`src/rtl/fsr_pkg.sv`:
```
`timescale 1ns/1ps
package fsr_pkg;
    localparam int STATUS_W   = 16;
    localparam int BIT_VR     = 2;
    localparam int BIT_CRC    = 3;
    localparam int BIT_ST     = 4;
    localparam int BIT_OVF    = 5;
    localparam int NUM_LEVEL  = 2;

    typedef enum logic {
        STK_CLEAR,
        STK_HELD
    } sticky_state_e;

    typedef enum logic [1:0] {
        ST_IDLE,
        ST_TESTING,
        ST_WDOG_HALT
    } selftest_state_e;

    // Status bit position of each level-held check: index 0 voltage, 1 CRC
    function automatic int level_bit_pos(input int idx);
        return (idx == 0) ? BIT_VR : BIT_CRC;
    endfunction
endpackage

```
`src/rtl/fsr_event_bit.sv`:
```
`timescale 1ns/1ps
// Sticky flag set by an enabled event pulse, cleared by a read.
module fsr_event_bit
    import fsr_pkg::*;
(
    input  logic clk_i,
    input  logic chip_rst_i,
    input  logic evt_i,
    input  logic enable_i,
    input  logic rd_i,
    output logic flag_o
);
    sticky_state_e state_q, state_d;
    logic          hit;

    assign hit = evt_i & enable_i;

    always_ff @(posedge clk_i) begin
        if (chip_rst_i) state_q <= STK_CLEAR;
        else            state_q <= state_d;
    end

    always_comb begin
        state_d = state_q;
        unique case (state_q)
            STK_CLEAR: if (hit)               state_d = STK_HELD;
            STK_HELD:  if (rd_i && !hit)      state_d = STK_CLEAR;
            default:                          state_d = STK_CLEAR;
        endcase
    end

    always_comb begin
        flag_o = (state_q == STK_HELD);
    end
endmodule

```
`src/rtl/fsr_level_bit.sv`:
```
`timescale 1ns/1ps
// Sticky flag held while an enabled condition persists; a read clears it
// only once the condition is gone.
module fsr_level_bit
    import fsr_pkg::*;
(
    input  logic clk_i,
    input  logic chip_rst_i,
    input  logic cond_i,
    input  logic enable_i,
    input  logic rd_i,
    output logic flag_o
);
    sticky_state_e state_q, state_d;
    logic          active;

    assign active = cond_i & enable_i;

    always_ff @(posedge clk_i) begin
        if (chip_rst_i) state_q <= STK_CLEAR;
        else            state_q <= state_d;
    end

    always_comb begin
        state_d = state_q;
        unique case (state_q)
            STK_CLEAR: if (active)            state_d = STK_HELD;
            STK_HELD:  if (rd_i && !active)   state_d = STK_CLEAR;
            default:                          state_d = STK_CLEAR;
        endcase
    end

    always_comb begin
        flag_o = (state_q == STK_HELD);
    end
endmodule

```
`src/rtl/fsr_selftest_bit.sv`:
```
`timescale 1ns/1ps
// Self-test flag: shows a running test, latches a watchdog stop until
// chip reset, and is never set by a test result.
module fsr_selftest_bit
    import fsr_pkg::*;
(
    input  logic clk_i,
    input  logic chip_rst_i,
    input  logic wdog_stop_i,
    input  logic bist_start_i,
    input  logic bist_done_i,
    output logic flag_o
);
    selftest_state_e state_q, state_d;

    always_ff @(posedge clk_i) begin
        if (chip_rst_i) state_q <= ST_IDLE;
        else            state_q <= state_d;
    end

    always_comb begin
        state_d = state_q;
        if (wdog_stop_i) begin
            state_d = ST_WDOG_HALT;
        end else begin
            unique case (state_q)
                ST_IDLE:      if (bist_start_i) state_d = ST_TESTING;
                ST_TESTING:   if (bist_done_i)  state_d = ST_IDLE;
                ST_WDOG_HALT:                   state_d = ST_WDOG_HALT;
                default:                        state_d = ST_IDLE;
            endcase
        end
    end

    always_comb begin
        flag_o = (state_q != ST_IDLE);
    end
endmodule

```
`src/rtl/fsr_status_reg.sv`:
```
`timescale 1ns/1ps
module fsr_status_reg
    import fsr_pkg::*;
#(
    parameter int STATUS_W_P = STATUS_W
) (
    input  logic                  clk_i,
    input  logic                  chip_rst_i,
    input  logic                  ovf_evt_i,
    input  logic                  ovf_en_i,
    input  logic                  bist_start_i,
    input  logic                  bist_done_i,
    input  logic                  wdog_stop_i,
    input  logic                  crc_fail_i,
    input  logic                  crc_en_i,
    input  logic                  autocal_i,
    input  logic                  vr_fail_i,
    input  logic                  vr_en_i,
    input  logic                  rd_stb_i,
    output logic [STATUS_W_P-1:0] rd_data_o
);
    logic                  ovf_flag;
    logic                  st_flag;
    logic [NUM_LEVEL-1:0]  lvl_cond;
    logic [NUM_LEVEL-1:0]  lvl_en;
    logic [NUM_LEVEL-1:0]  lvl_flag;
    logic [STATUS_W_P-1:0] status_w;

    fsr_event_bit u_ovf (
        .clk_i      (clk_i),
        .chip_rst_i (chip_rst_i),
        .evt_i      (ovf_evt_i),
        .enable_i   (ovf_en_i),
        .rd_i       (rd_stb_i),
        .flag_o     (ovf_flag)
    );

    fsr_selftest_bit u_st (
        .clk_i        (clk_i),
        .chip_rst_i   (chip_rst_i),
        .wdog_stop_i  (wdog_stop_i),
        .bist_start_i (bist_start_i),
        .bist_done_i  (bist_done_i),
        .flag_o       (st_flag)
    );

    // index 0: supply voltage, index 1: CRC (masked by autocalibration)
    assign lvl_cond = {crc_fail_i, vr_fail_i};
    assign lvl_en   = {crc_en_i & ~autocal_i, vr_en_i};

    for (genvar g = 0; g < NUM_LEVEL; g++) begin : g_level
        fsr_level_bit u_lvl (
            .clk_i      (clk_i),
            .chip_rst_i (chip_rst_i),
            .cond_i     (lvl_cond[g]),
            .enable_i   (lvl_en[g]),
            .rd_i       (rd_stb_i),
            .flag_o     (lvl_flag[g])
        );
    end

    always_comb begin
        status_w          = '0;
        status_w[BIT_OVF] = ovf_flag;
        status_w[BIT_ST]  = st_flag;
        for (int i = 0; i < NUM_LEVEL; i++) begin
            status_w[level_bit_pos(i)] = lvl_flag[i];
        end
    end

    always_comb begin
        rd_data_o = rd_stb_i ? status_w : '0;
    end
endmodule

```
`config.mk`:
```
export PLATFORM = sky130hd
export DESIGN_NAME = fsr_status_reg
export DESIGN_NICKNAME = d
export VERILOG_FILES = /design/src/rtl/fsr_pkg.sv /design/src/rtl/fsr_event_bit.sv /design/src/rtl/fsr_level_bit.sv /design/src/rtl/fsr_selftest_bit.sv /design/src/rtl/fsr_status_reg.sv
export SDC_FILE = /design/constraint.sdc
export NUM_CORES = 1
export LEC_CHECK = 0
export ABC_AREA = 0
export BUFFER_PORTS_ARGS = -buffer_cell sky130_fd_sc_hd__clkbuf_2
export CORE_AREA = 3 3 40 42
export CTS_CLUSTER_SIZE = 40
export DETAILED_ROUTE_END_ITERATION = 16
export DIE_AREA = 0 0 43 45
export HOLD_SLACK_MARGIN = 0.02
export PLACE_DENSITY_LB_ADDON = 0.3
export SYNTH_ARGS = -nofsm -noshare
export SYNTH_HDL_FRONTEND = slang
export SYNTH_HIERARCHICAL = 1
export SYNTH_SLANG_ARGS = --single-unit
```
`constraint.sdc`:
```
create_clock -name clk_i -period 1.3 [get_ports clk_i]
set_clock_uncertainty 0.2 [all_clocks]
set_input_delay 0.26 -clock clk_i [delete_from_list [all_inputs] [get_ports clk_i]]
set_output_delay 0.26 -clock clk_i [all_outputs]
set_load 0.01 [all_outputs]
```
==> run metrics <==
highest clock rate=686 MHz; remaining global-route overflow=0; critical path class=reg -> out; Synth Instances=39; P per Cell Area=931 nW/um2; crit path launch type=flop; DPL Wire Length=472 um; post-synth cell types=13; Simple-Gate Fraction of Synth Area=27.8%; Worst EP arrival=1.00 ns; leak pwr=0.000232 uW; antenna violation net count after detailed routing=0; Wirelength per Cell=7.74 um; min setup slack post-route=-0.159 ns; worst vdd ir=0.000363 V; required time reported for the critical path endpoint=0.84 ns; IO Port Bufs=16; endpoint type of the worst setup path=output port; number of pins with negative max-slew slack in the final report=0; Initial Util=26.3%; final standard cell count with taps included and fillers excluded=76; weighted congestion reported at the end of routability-driven placement=0.636; core outline area=1280 um2; Yosys Warn Count=6; kind of cell adding the most delay to the critical path=simple AND/OR/NAND/NOR gates; outcome=finished, violations left; horizontal die dimension=43 um; reported max-cap violation count=0; global routing usage summed across all routing layers=5.84%; share of synthesized area spent on multiplexers=0%; antenna violations before repair=0; worst reg2reg setup slack=0.08 ns; Clock transition at path regs=0.04 ns; FF-to-FF Start=u_st/state_q[0]; clock net sink count=5; Iteration-0 DRC Markers=2; Mapped Avg Cell Area=8.66 um2; DR vias=259; maximum fanout encountered on the critical timing path=2; post-detailed-route via-to-cell ratio=3.41; critical path, cell by cell=or2_1, and2_1, clkbuf_2; RSZ-0062 raised after global routing=yes; number of cells on the worst reg-to-reg path=3; DRT Wirelength=588 um; total buffers and inverters traversed by the critical path=1; number of top-level pins=29; CP peak stage delay=0.31 ns; fraction of the mapped netlist area in adder cells=0%; hold path endpoint=g_level[1].u_lvl/flag_o; post-synthesis share of cell area spent on xor and xnor gates=0%; sequential-to-total area share from yosys stat=29.6%; Root Buffer=sky130_fd_sc_hd__clkbuf_4; Final Cycle Share=112%; number of failing setup endpoints in the final timing report=1; hold crit path type=in -> reg; vias in the first global route=185; total of flip-flops plus latches after synthesis=5; total of fill cells in the finished design=143; violations in the final reports=setup timing; Hold Fails Final Rpt=0; clock buffers created by TritonCTS=3; worst r2r dst=u_st/state_q[0]; clock insertion delay at the later pin of the skew report=0.24 ns; final net count=75; TritonCTS clock tree=built; total die area=1940 um2; proportion of layout cells with a drive suffix above 1=52.5%; area of the mapped netlist=338 um2; Remaining DRCs=0; clk buf depth=2; n_diodes=0; final standard cell area without fillers=455 um2; Die Y-Extent=45 um; Worst Setup SP=u_st/state_q[0]; cell area reported after detailed placement=388 um2; global-route wire length before repair=745 um; Compound-Gate Fraction of Synth Area=13.7%; area added between synthesis and finish=34.8%; cell depth of the worst hold path=3; number of cells after detailed placement=69; dominant combinational cell family by area after synthesis=simple AND/OR/NAND/NOR gates; final critical-path required period=1.46 ns; number of placement rows=13; beginning of the worst hold path=crc_fail_i; crit path max-delay cell type=sky130_fd_sc_hd__dfxtp_2; final-layout setup total negative slack=-0.159 ns; maximum number of pins on one net before global-route repair=8; H-tree levels=1; Pre-Repair DR Iteration Count=2
-- cells in the mapped netlist, drive strengths merged --
| library cell | number | share of area (%) |
|---|---|---|
| nand2b | 6 | 13 |
| dfxtp | 5 | 30 |
| inv | 1 | 1.1 |
| conb | 1 | 1.1 |
| buf | 12 | 27 |
| a21oi | 4 | 9.3 |
| or2 | 1 | 1.9 |
| nor2b | 1 | 1.9 |
| a2111oi | 1 | 4.4 |
| nand2 | 3 | 3.3 |
| and2 | 4 | 7.4 |
-- worst max path at each step --
stage                     depth (start not counted)            to
after detailed placement                          3  rd_data_o[4]
after global routing                              3  rd_data_o[4]
after global placement                            3  rd_data_o[4]
after floorplan                                   2  rd_data_o[4]
after CTS                                         3  rd_data_o[4]
final                                             3  rd_data_o[4]
-- routing by layer --
metal | vias up | GRT usage (%) | part of all wire, %
li1 | 143 | - | -
met2 | 18 | 6.59 | 43
met1 | 98 | 7.02 | 39
met4 | 0 | 7.23 | 0
met5 | - | 0 | 0
met3 | 0 | 2.79 | 18
-- area by class of cell --
cell class                      instances  area [um2]  area share [%]
Clock buffer                            4        26.3            5.77
Multi-Input combinational cell         32         190            41.8
Tap cell                               15        18.8            4.12
Sequential cell                         5         105            23.1
Timing Repair Buffer                   19         111            24.5
Inverter                                1        3.75           0.824
-- state kept, by name (all words and copies together) (netlist names) --
signal                count
u_ovf/flag_o              1
u_st/state_q              2
g_level.u_lvl/flag_o      2
-- kinds of logic (layout without fill, tap and decap cells) --
| kind of cell | count (synthesis) | in the layout |
|---|---|---|
| AO/OA/AOI/OAI | 5 | 5 |
| buffers and inverters | 13 | 24 |
| flip-flops | 5 | 5 |
| other | 1 | 12 |
| AND/OR/NAND/NOR | 15 | 15 |
-- cells in the final DEF, fill, tap and decap left out --
| cell type | n |
|---|---|
| sky130_fd_sc_hd__clkbuf_2 | 14 |
| sky130_fd_sc_hd__conb_1 | 12 |
| sky130_fd_sc_hd__nand2b_1 | 5 |
| sky130_fd_sc_hd__dfxtp_2 | 4 |
| sky130_fd_sc_hd__clkbuf_4 | 3 |
| sky130_fd_sc_hd__nand2_1 | 3 |
| sky130_fd_sc_hd__a21oi_2 | 3 |
| sky130_fd_sc_hd__and2_1 | 2 |
| sky130_fd_sc_hd__and2_4 | 2 |
| sky130_fd_sc_hd__buf_4 | 2 |
| sky130_fd_sc_hd__nor2b_1 | 1 |
| sky130_fd_sc_hd__clkbuf_1 | 1 |
| sky130_fd_sc_hd__dlygate4sd3_1 | 1 |
| sky130_fd_sc_hd__buf_2 | 1 |
| sky130_fd_sc_hd__buf_6 | 1 |
| sky130_fd_sc_hd__dfxtp_1 | 1 |
| sky130_fd_sc_hd__inv_1 | 1 |
| sky130_fd_sc_hd__a21oi_1 | 1 |
| sky130_fd_sc_hd__nand2b_4 | 1 |
| sky130_fd_sc_hd__a2111oi_2 | 1 |
| sky130_fd_sc_hd__or2_1 | 1 |
-- timing repair --
item | in CTS | in global routing
pin swaps | 1 | 0
buffers inserted | 1 | 1
endpoints found under the setup margin | 1 | 3
hold buffers | 1 | 0
resized for setup | 1 | 8
hold endpoints to repair | 1 | 0
-- power by group --
part	internal (uW)	total (uW)	leakage (uW)	switching, uW
combinational	38.9	80.4	0.000175	41.4
sequential	163	168	0.0000426	4.32
clock	116	176	0.0000150	60.2
-- stage by stage --
| step | power [uW] | hold WS, ns | setup slack (ns) | utilization (%) |
|---|---|---|---|---|
| finish | 424 | 0.0554 | -0.159 | 35.4 |
| global route | 456 | 0.0537 | -0.214 | 35.4 |
| CTS | 429 | 0.0505 | -0.168 | 33.7 |
| detailed placement | 240 | 0.249 | 0.0521 | 30.2 |
| global placement | 239 | 0.247 | 0.0582 | 30.2 |
| floorplan | 237 | 0.122 | 0.156 | - |
-- worst reg2reg max path, stage by stage, from the launching register on --
cell                        delay [ns]
sky130_fd_sc_hd__dfxtp_2          0.31
sky130_fd_sc_hd__buf_4            0.13
sky130_fd_sc_hd__nand2b_4         0.13
sky130_fd_sc_hd__a2111oi_2        0.34
(Power assumes the default switching activity.)
